[src/rtl/col_stamp_pkg.sv]
package col_stamp_pkg;
  parameter int unsigned DEF_NCOL  = 16;
  parameter int unsigned DEF_DEPTH = 16;
  parameter int unsigned SYNC_STAGES = 2;
endpackage

[src/rtl/fastor_sync.sv]
module fastor_sync (
  input  logic clk_i,
  input  logic rst_ni,
  input  logic async_i,
  output logic level_o,
  output logic rise_o
);
  logic meta_q, lvl_q, prev_q;

  always_ff @(posedge clk_i or negedge rst_ni) begin
    if (!rst_ni) begin
      meta_q <= 1'b0;
      lvl_q  <= 1'b0;
      prev_q <= 1'b0;
    end else begin
      meta_q <= async_i;
      lvl_q  <= meta_q;
      prev_q <= lvl_q;
    end
  end

  assign level_o = lvl_q;
  assign rise_o  = lvl_q & ~prev_q;

  // a level held high stamps once
  a_r3_single_rise: assert property (@(posedge clk_i) disable iff (!rst_ni)
    rise_o |=> !rise_o);
endmodule

[src/rtl/hit_history.sv]
module hit_history #(
  parameter int unsigned DEPTH = 16
) (
  input  logic clk_i,
  input  logic rst_ni,
  input  logic shift_in_i,
  output logic tap_o
);
  logic [DEPTH-1:0] sr_q;

  generate
    if (DEPTH == 1) begin : g_one
      always_ff @(posedge clk_i or negedge rst_ni) begin
        if (!rst_ni) sr_q <= '0;
        else         sr_q <= shift_in_i;
      end
    end else begin : g_many
      always_ff @(posedge clk_i or negedge rst_ni) begin
        if (!rst_ni) sr_q <= '0;
        else         sr_q <= {sr_q[DEPTH-2:0], shift_in_i};
      end
    end
  endgenerate

  assign tap_o = sr_q[DEPTH-1];

  a_r2_stamp_entry: assert property (@(posedge clk_i) disable iff (!rst_ni)
    shift_in_i |=> sr_q[0]);
  a_r4_no_entry: assert property (@(posedge clk_i) disable iff (!rst_ni)
    !shift_in_i |=> !sr_q[0]);

  generate
    for (genvar i = 1; i < DEPTH; i++) begin : g_age
      // a stamp advances one stage per clock
      a_r2_stamp_age: assert property (@(posedge clk_i) disable iff (!rst_ni)
        sr_q[i] |-> $past(sr_q[i-1]));
    end
  endgenerate
endmodule

[src/rtl/col_stamp_gate.sv]
module col_stamp_gate
  import col_stamp_pkg::*;
#(
  parameter int unsigned NCOL  = DEF_NCOL,
  parameter int unsigned DEPTH = DEF_DEPTH
) (
  input  logic            clk_i,
  input  logic            rst_ni,
  input  logic            stamp_en_i,
  input  logic            gated_mode_i,
  input  logic            self_strobe_i,
  input  logic            or_out_en_i,
  input  logic [NCOL-1:0] fastor_i,
  input  logic            strobe_i,
  output logic [NCOL-1:0] col_strobe_o,
  output logic            chip_or_o
);
  logic [NCOL-1:0] lvl, rise, shift_in, tap;
  logic            any_hit, strobe_sel;

  generate
    for (genvar c = 0; c < NCOL; c++) begin : g_col
      fastor_sync u_sync (
        .clk_i   (clk_i),
        .rst_ni  (rst_ni),
        .async_i (fastor_i[c]),
        .level_o (lvl[c]),
        .rise_o  (rise[c])
      );
      assign shift_in[c] = rise[c] & stamp_en_i;
      hit_history #(.DEPTH(DEPTH)) u_hist (
        .clk_i      (clk_i),
        .rst_ni     (rst_ni),
        .shift_in_i (shift_in[c]),
        .tap_o      (tap[c])
      );
    end
  endgenerate

  assign any_hit    = |lvl;
  assign strobe_sel = self_strobe_i ? any_hit : strobe_i;

  always_comb begin
    if (gated_mode_i) col_strobe_o = {NCOL{strobe_sel}} & tap;
    else              col_strobe_o = {NCOL{strobe_sel}};
  end

  assign chip_or_o = or_out_en_i & any_hit;

  a_r8_or_off: assert property (@(posedge clk_i) disable iff (!rst_ni)
    !or_out_en_i |-> !chip_or_o);
  a_r6_direct: assert property (@(posedge clk_i) disable iff (!rst_ni)
    (!gated_mode_i && !self_strobe_i) |-> (col_strobe_o == {NCOL{strobe_i}}));
  a_r5_no_strobe_without_stamp: assert property (@(posedge clk_i) disable iff (!rst_ni)
    gated_mode_i |-> ((col_strobe_o & ~tap) == '0));
  a_r10_rise_per_column: assert property (@(posedge clk_i) disable iff (!rst_ni)
    (rise & ~lvl) == '0);
endmodule

[config.mk]
export PLATFORM = sky130hd
export DESIGN_NAME = col_stamp_gate
export DESIGN_NICKNAME = d
export VERILOG_FILES = /design/src/rtl/col_stamp_pkg.sv /design/src/rtl/fastor_sync.sv /design/src/rtl/hit_history.sv /design/src/rtl/col_stamp_gate.sv
export SDC_FILE = /design/constraint.sdc
export NUM_CORES = 1
export LEC_CHECK = 0
export CORE_UTILIZATION = 57
export CTS_CLUSTER_SIZE = 24
export DETAILED_ROUTE_END_ITERATION = 8
export PLACE_DENSITY = 0.84
export SLEW_MARGIN = 20
export SYNTH_ARGS = -nofsm -noshare
export SYNTH_HDL_FRONTEND = slang
export SYNTH_SLANG_ARGS = --single-unit
[constraint.sdc]
create_clock -name clk_i -period 1.6 [get_ports clk_i]
set_input_delay 0.32 -clock clk_i [delete_from_list [all_inputs] [get_ports clk_i]]
set_output_delay 0.32 -clock clk_i [all_outputs]
set_load 0.02 [all_outputs]
[Word-level counts from Yosys, hierarchy flattened]
Index checks and enable logic that the tools add are counted.
Word-level totals
  memories kept: 0
  bits in read-only memories: 0
  bits in latches: 0
  output and inout port bits: 17
  logic and storage cells: 117
  memory bits (writable): 0
  register bits after elaboration: 304
Operators by class
  multiply operators: 0
  shift operators: 0
  magnitude comparators: 0
  bitwise gates (word level): 50
  muxes and demuxes: 2
  reductions and logical operators: 1
  add/sub/neg operators: 0
  equality and inequality tests: 0
  div/mod/pow operators: 0
Operators with widths (number)
  1-bit bitwise AND: 33
  16-bit bitwise AND: 1
  16-bit 2-to-1 mux: 1
  1-bit NOT: 16
  16-bit OR reduction: 1
  1-bit 2-to-1 mux: 1

[Logic depth before layout (Yosys ltp)]
Gate-level depths: netlist (run 1).
  depth after elaboration: 4
  depth in mapped cells: 5
  mapped depth without buffers: 3

[Modules after synthesis]
A second synthesis (run 1) with hierarchy kept.
Unflattened totals
  cell total of the unflattened synthesis: 383
  area, all modules: 8298.0 µm²
By module, submodules not included
  hit_history: area an instance 400.4 µm², cells each 16, instances 16, seq. area each 400.4 µm²
  fastor_sync: area an instance 88.8 µm², cells each 4, instances 16, seq. area each 75.1 µm²
  col_stamp_gate: area an instance 470.5 µm², cells each 63, instances 1, seq. area each 0.0 µm²

[Least setup slack after synthesis (run 1)]
OpenSTA, ideal clock, no wires.
  path type: in2out
  start point: input port self_strobe_i
  end point: output port col_strobe_o[13]
  stages on the path: 4
  buffers on the path: 2
  data required time: 1.280 ns
  path slack: -0.042 ns
  data arrival time: 1.322 ns
  path through: buf_2 nor2_2 buf_2 a221oi_1
Between the ends
  cells in the longest elaborated chain, start to end: 3
RTL lines
  start: declaration: RTL line col_stamp_gate.sv:11  | input logic self_strobe_i,
  1-bit 2-to-1 mux (*): RTL line col_stamp_gate.sv:41  | assign strobe_sel = self_strobe_i ? any_hit : strobe_i;
  16-bit bitwise AND: RTL line col_stamp_gate.sv:44  | if (gated_mode_i) col_strobe_o = {NCOL{strobe_sel}} & tap;
  16-bit 2-to-1 mux (*): RTL line col_stamp_gate.sv:44
  end: declaration: RTL line col_stamp_gate.sv:15  | output logic [NCOL-1:0] col_strobe_o,
Mark *: on every way between the ends. The rest lies on a longest branch, timed or not.

[Worst setup path after layout (run 1)]
  start point: register g_col[0].u_sync.lvl_q
  end point: output port col_strobe_o[1]
Between the ends
  cells in the longest elaborated chain, start to end: 4
RTL lines
  start: declaration: RTL line fastor_sync.sv:8  | logic meta_q, lvl_q, prev_q;
  start signal: assignment: RTL line fastor_sync.sv:17  | lvl_q <= meta_q;
  16-bit OR reduction (*): RTL line col_stamp_gate.sv:40  | assign any_hit = |lvl;
  1-bit 2-to-1 mux (*): RTL line col_stamp_gate.sv:41
  16-bit bitwise AND: RTL line col_stamp_gate.sv:44
  16-bit 2-to-1 mux (*): RTL line col_stamp_gate.sv:44
Marked as above.

==> results of run 1 <==
## cell families (layout without fill, tap and decap cells)
logic type,Yosys count,after routing
AOI/OAI and AO/OA,16,16
buffers and inverters,24,136
and+or+nand+nor,24,24
DFF,304,304
## cell usage after synthesis
| cell type | count | area share |
|---|---|---|
| a221oi_2 | 10 | 0.019 |
| dfrtp_1 | 304 | 0.94 |
| nand2_1 | 1 | 0.00046 |
| a221oi_1 | 6 | 0.0065 |
| buf_12 | 1 | 0.0025 |
| nor2b_1 | 1 | 0.00077 |
| and4_1 | 1 | 0.0011 |
| nor4_1 | 4 | 0.0031 |
| buf_1 | 1 | 0.00046 |
| buf_2 | 4 | 0.0025 |
| inv_1 | 16 | 0.0074 |
| buf_6 | 1 | 0.0014 |
| nor2_1 | 1 | 0.00046 |
| and3b_1 | 15 | 0.016 |
| clkbuf_1 | 1 | 0.00046 |
| nor2_2 | 1 | 0.00077 |
## registers in the layout (all words and copies together) (netlist names)
signal and flops:
g_col.u_sync.meta_q 16, g_col.u_sync.level_o 16, g_col.u_sync.prev_q 16, g_col.u_hist.sr_q 256
## power by group
group / switching [mW] / internal, mW / total [mW]
Clock: 2.73 / 3.80 / 6.53
Sequential: 0.118 / 7.99 / 8.11
Combinational: 0.278 / 0.186 / 0.464
Total: 3.13 / 12.0 / 15.1
## critical path: stages (launching register included)
cell	delay, ns
dfrtp_1	0.42
nor4_4	0.33
and4_4	0.31
buf_12	0.15
a221oi_2	0.06
buf_2	0.21
## stage by stage
| step | TNS (ns) | util |
|---|---|---|
| after floorplan | -0.181 | - |
| after global placement | -11.79 | 0.645 |
| after detailed placement | -13.57 | 0.645 |
| after CTS | -12.79 | 0.711 |
| after global routing | -13.32 | 0.714 |
| final | -12.35 | 0.714 |
## area by class of cell
type,count,share of cell area
clock buffers,43,0.0856
inverters,16,0.00606
well taps,180,0.0227
clock inverters,8,0.00657
repair buffers,69,0.0654
flip-flops and latches,304,0.768
multi-input cells,40,0.0460
## per-layer routing
metal,share of wire,global-route usage
met1,0.38,0.230
met4,0.028,0.0772
met5,0,0
met2,0.56,0.350
met3,0.038,0.0315
## path summary, 6_finish.rpt
path | start | to | slack, ns
max in group asynchronous | rst_ni | g_col[1].u_hist.sr_q[4]$_DFF_PN0_ | 0.59
max reg2reg | g_col[11].u_sync.level_o$_DFF_PN0_ | g_col[11].u_hist.sr_q[0]$_DFF_PN0_ | 0.76
min | fastor_i[4] | g_col[4].u_sync.meta_q$_DFF_PN0_ | 0.23
min in group asynchronous | rst_ni | g_col[5].u_hist.sr_q[14]$_DFF_PN0_ | 0.32
min reg2reg | g_col[6].u_hist.sr_q[4]$_DFF_PN0_ | g_col[6].u_hist.sr_q[5]$_DFF_PN0_ | 0.34
max | g_col[0].u_sync.level_o$_DFF_PN0_ | col_strobe_o[1] | -0.74
## what timing repair did
action                                  4_1_cts  5_1_grt
hold endpoints to repair                     42        0
buffers inserted                              1        2
cloned                                        1        0
pin swaps                                     1        5
hold buffers                                  1        0
resized for setup                            82       12
endpoints found under the setup margin       17       17
==> flow_metrics.env, run 1 <==
export IMPL_outcome="complete, but fails checks"
export IMPL_violations="setup timing"
export IMPL_antenna_found_initial=0
export IMPL_synth_seq_cells=304
export IMPL_synth_nets=391
export IMPL_drv_slew=0
export IMPL_clkTransAtPathRegs_ns=0.06
export IMPL_fillers=797
export IMPL_cts_buffers=28
export IMPL_synth_mux_area_frac=0
export IMPL_die_area_um2=14700
export IMPL_synth_top_family_by_area="compound AO/OA/AOI/OAI gates"
export IMPL_io_pins=40
export IMPL_power_density_nw_per_um2=1520
export IMPL_routed_wl_um=12700
export IMPL_post_route_min_period_ns=2.34
export IMPL_final_area_um2=9910
export IMPL_die_w_um=121
export IMPL_cts_tree="yes"
export IMPL_synth_xor_area_share=0
export IMPL_num_vias=3177
export IMPL_path_max_fanout=9
export IMPL_yosysWarningCount=0
export IMPL_core_area_um2=13900
export IMPL_clockBufferDepth=3
export IMPL_cap_violations=0
export IMPL_area_delta_synth_final_pct=22.1
export IMPL_syn_inst=368
export IMPL_cts_sinks=304
export IMPL_max_freq_mhz=428
export IMPL_viasPerCell=4.81
export IMPL_drt_iter0_drc=143
export IMPL_grt_max_degree=60
export IMPL_place_inst=605
export IMPL_relSlewSlack=0.358
export IMPL_leakage_nw=5.00
export IMPL_yosysSeqAreaShare=0.938
export IMPL_cp_end_kind="output pin"
export IMPL_port_buffers=39
export IMPL_cts_root_buf="clkbuf_16"
export IMPL_grt_first_pass_wirelength_um=20300
export IMPL_cts_htree_levels=1
export IMPL_rsz0062_at_grt="true"
export IMPL_layout_common_cells="dfrtp_1 (304), buf_4 (31), clkbuf_16 (29)"
export IMPL_synthSimpleGateAreaFrac=0.0228
export IMPL_cp_arrival_ns=2.02
export IMPL_drc_errors=0
export IMPL_setup_ws_ns=-0.737
export IMPL_initial_core_util=0.585
export IMPL_track_usage=0.193
export IMPL_ant_nets=0
export IMPL_vdd_drop_max_uv=1250
export IMPL_finalPower_mw=15.1
export IMPL_place_area_um2=8950
export IMPL_dr_pass1_iters=3
export IMPL_synth_fa_ha_area_frac=0
export IMPL_grt_pass1_vias=3663
export IMPL_worstPathRequired_ns=1.28
export IMPL_worstRegToRegCells=2
export IMPL_syn_cell_area_um2=8110
export IMPL_setup_viol=17
export IMPL_final_layout_size_suffix_gt1_frac=0.233
export IMPL_pre_cts_ws_ns=-0.862
export IMPL_final_common_cell="dfrtp_1"
export IMPL_seq_area_um2=7610
export IMPL_layout_cells_non_filler=660
export IMPL_syn_avg_cell_area_um2=22.0
export IMPL_insertion_delay_ns=0.53
export IMPL_multi_input_area_um2=455
export IMPL_grt_overflow=0
export IMPL_dp_hpwl_um=6060
export IMPL_n_antenna_cell=0
export IMPL_die_h_um=121
export IMPL_worst_slew_pin_transition_ns=0.962
export IMPL_finalHoldViolations=0
export IMPL_min_path_cells=1
export IMPL_place_congestion=0.713
export IMPL_fin_nets=482
export IMPL_fin_crit_sh=1.46
export IMPL_wl_per_cell_um=19.3
export IMPL_worstSetupPathType="reg -> out"
export IMPL_hold_class="in -> reg"
export IMPL_holdWs_ns=0.229
export IMPL_ys_types=16
export IMPL_rows=43
export IMPL_clock_skew_ns=0.0112
export IMPL_synth_compound_area_share=0.0250
export IMPL_start_kind="flip-flop"
(Power assumes the default switching activity.)
==> inputs of run 2 (changes only) <==
ABC_CLOCK_PERIOD_IN_PS = 1600   (was not set)
==> results of run 2 <==
Same layout as run 1: the final DEF is identical, and so are final timing and power.
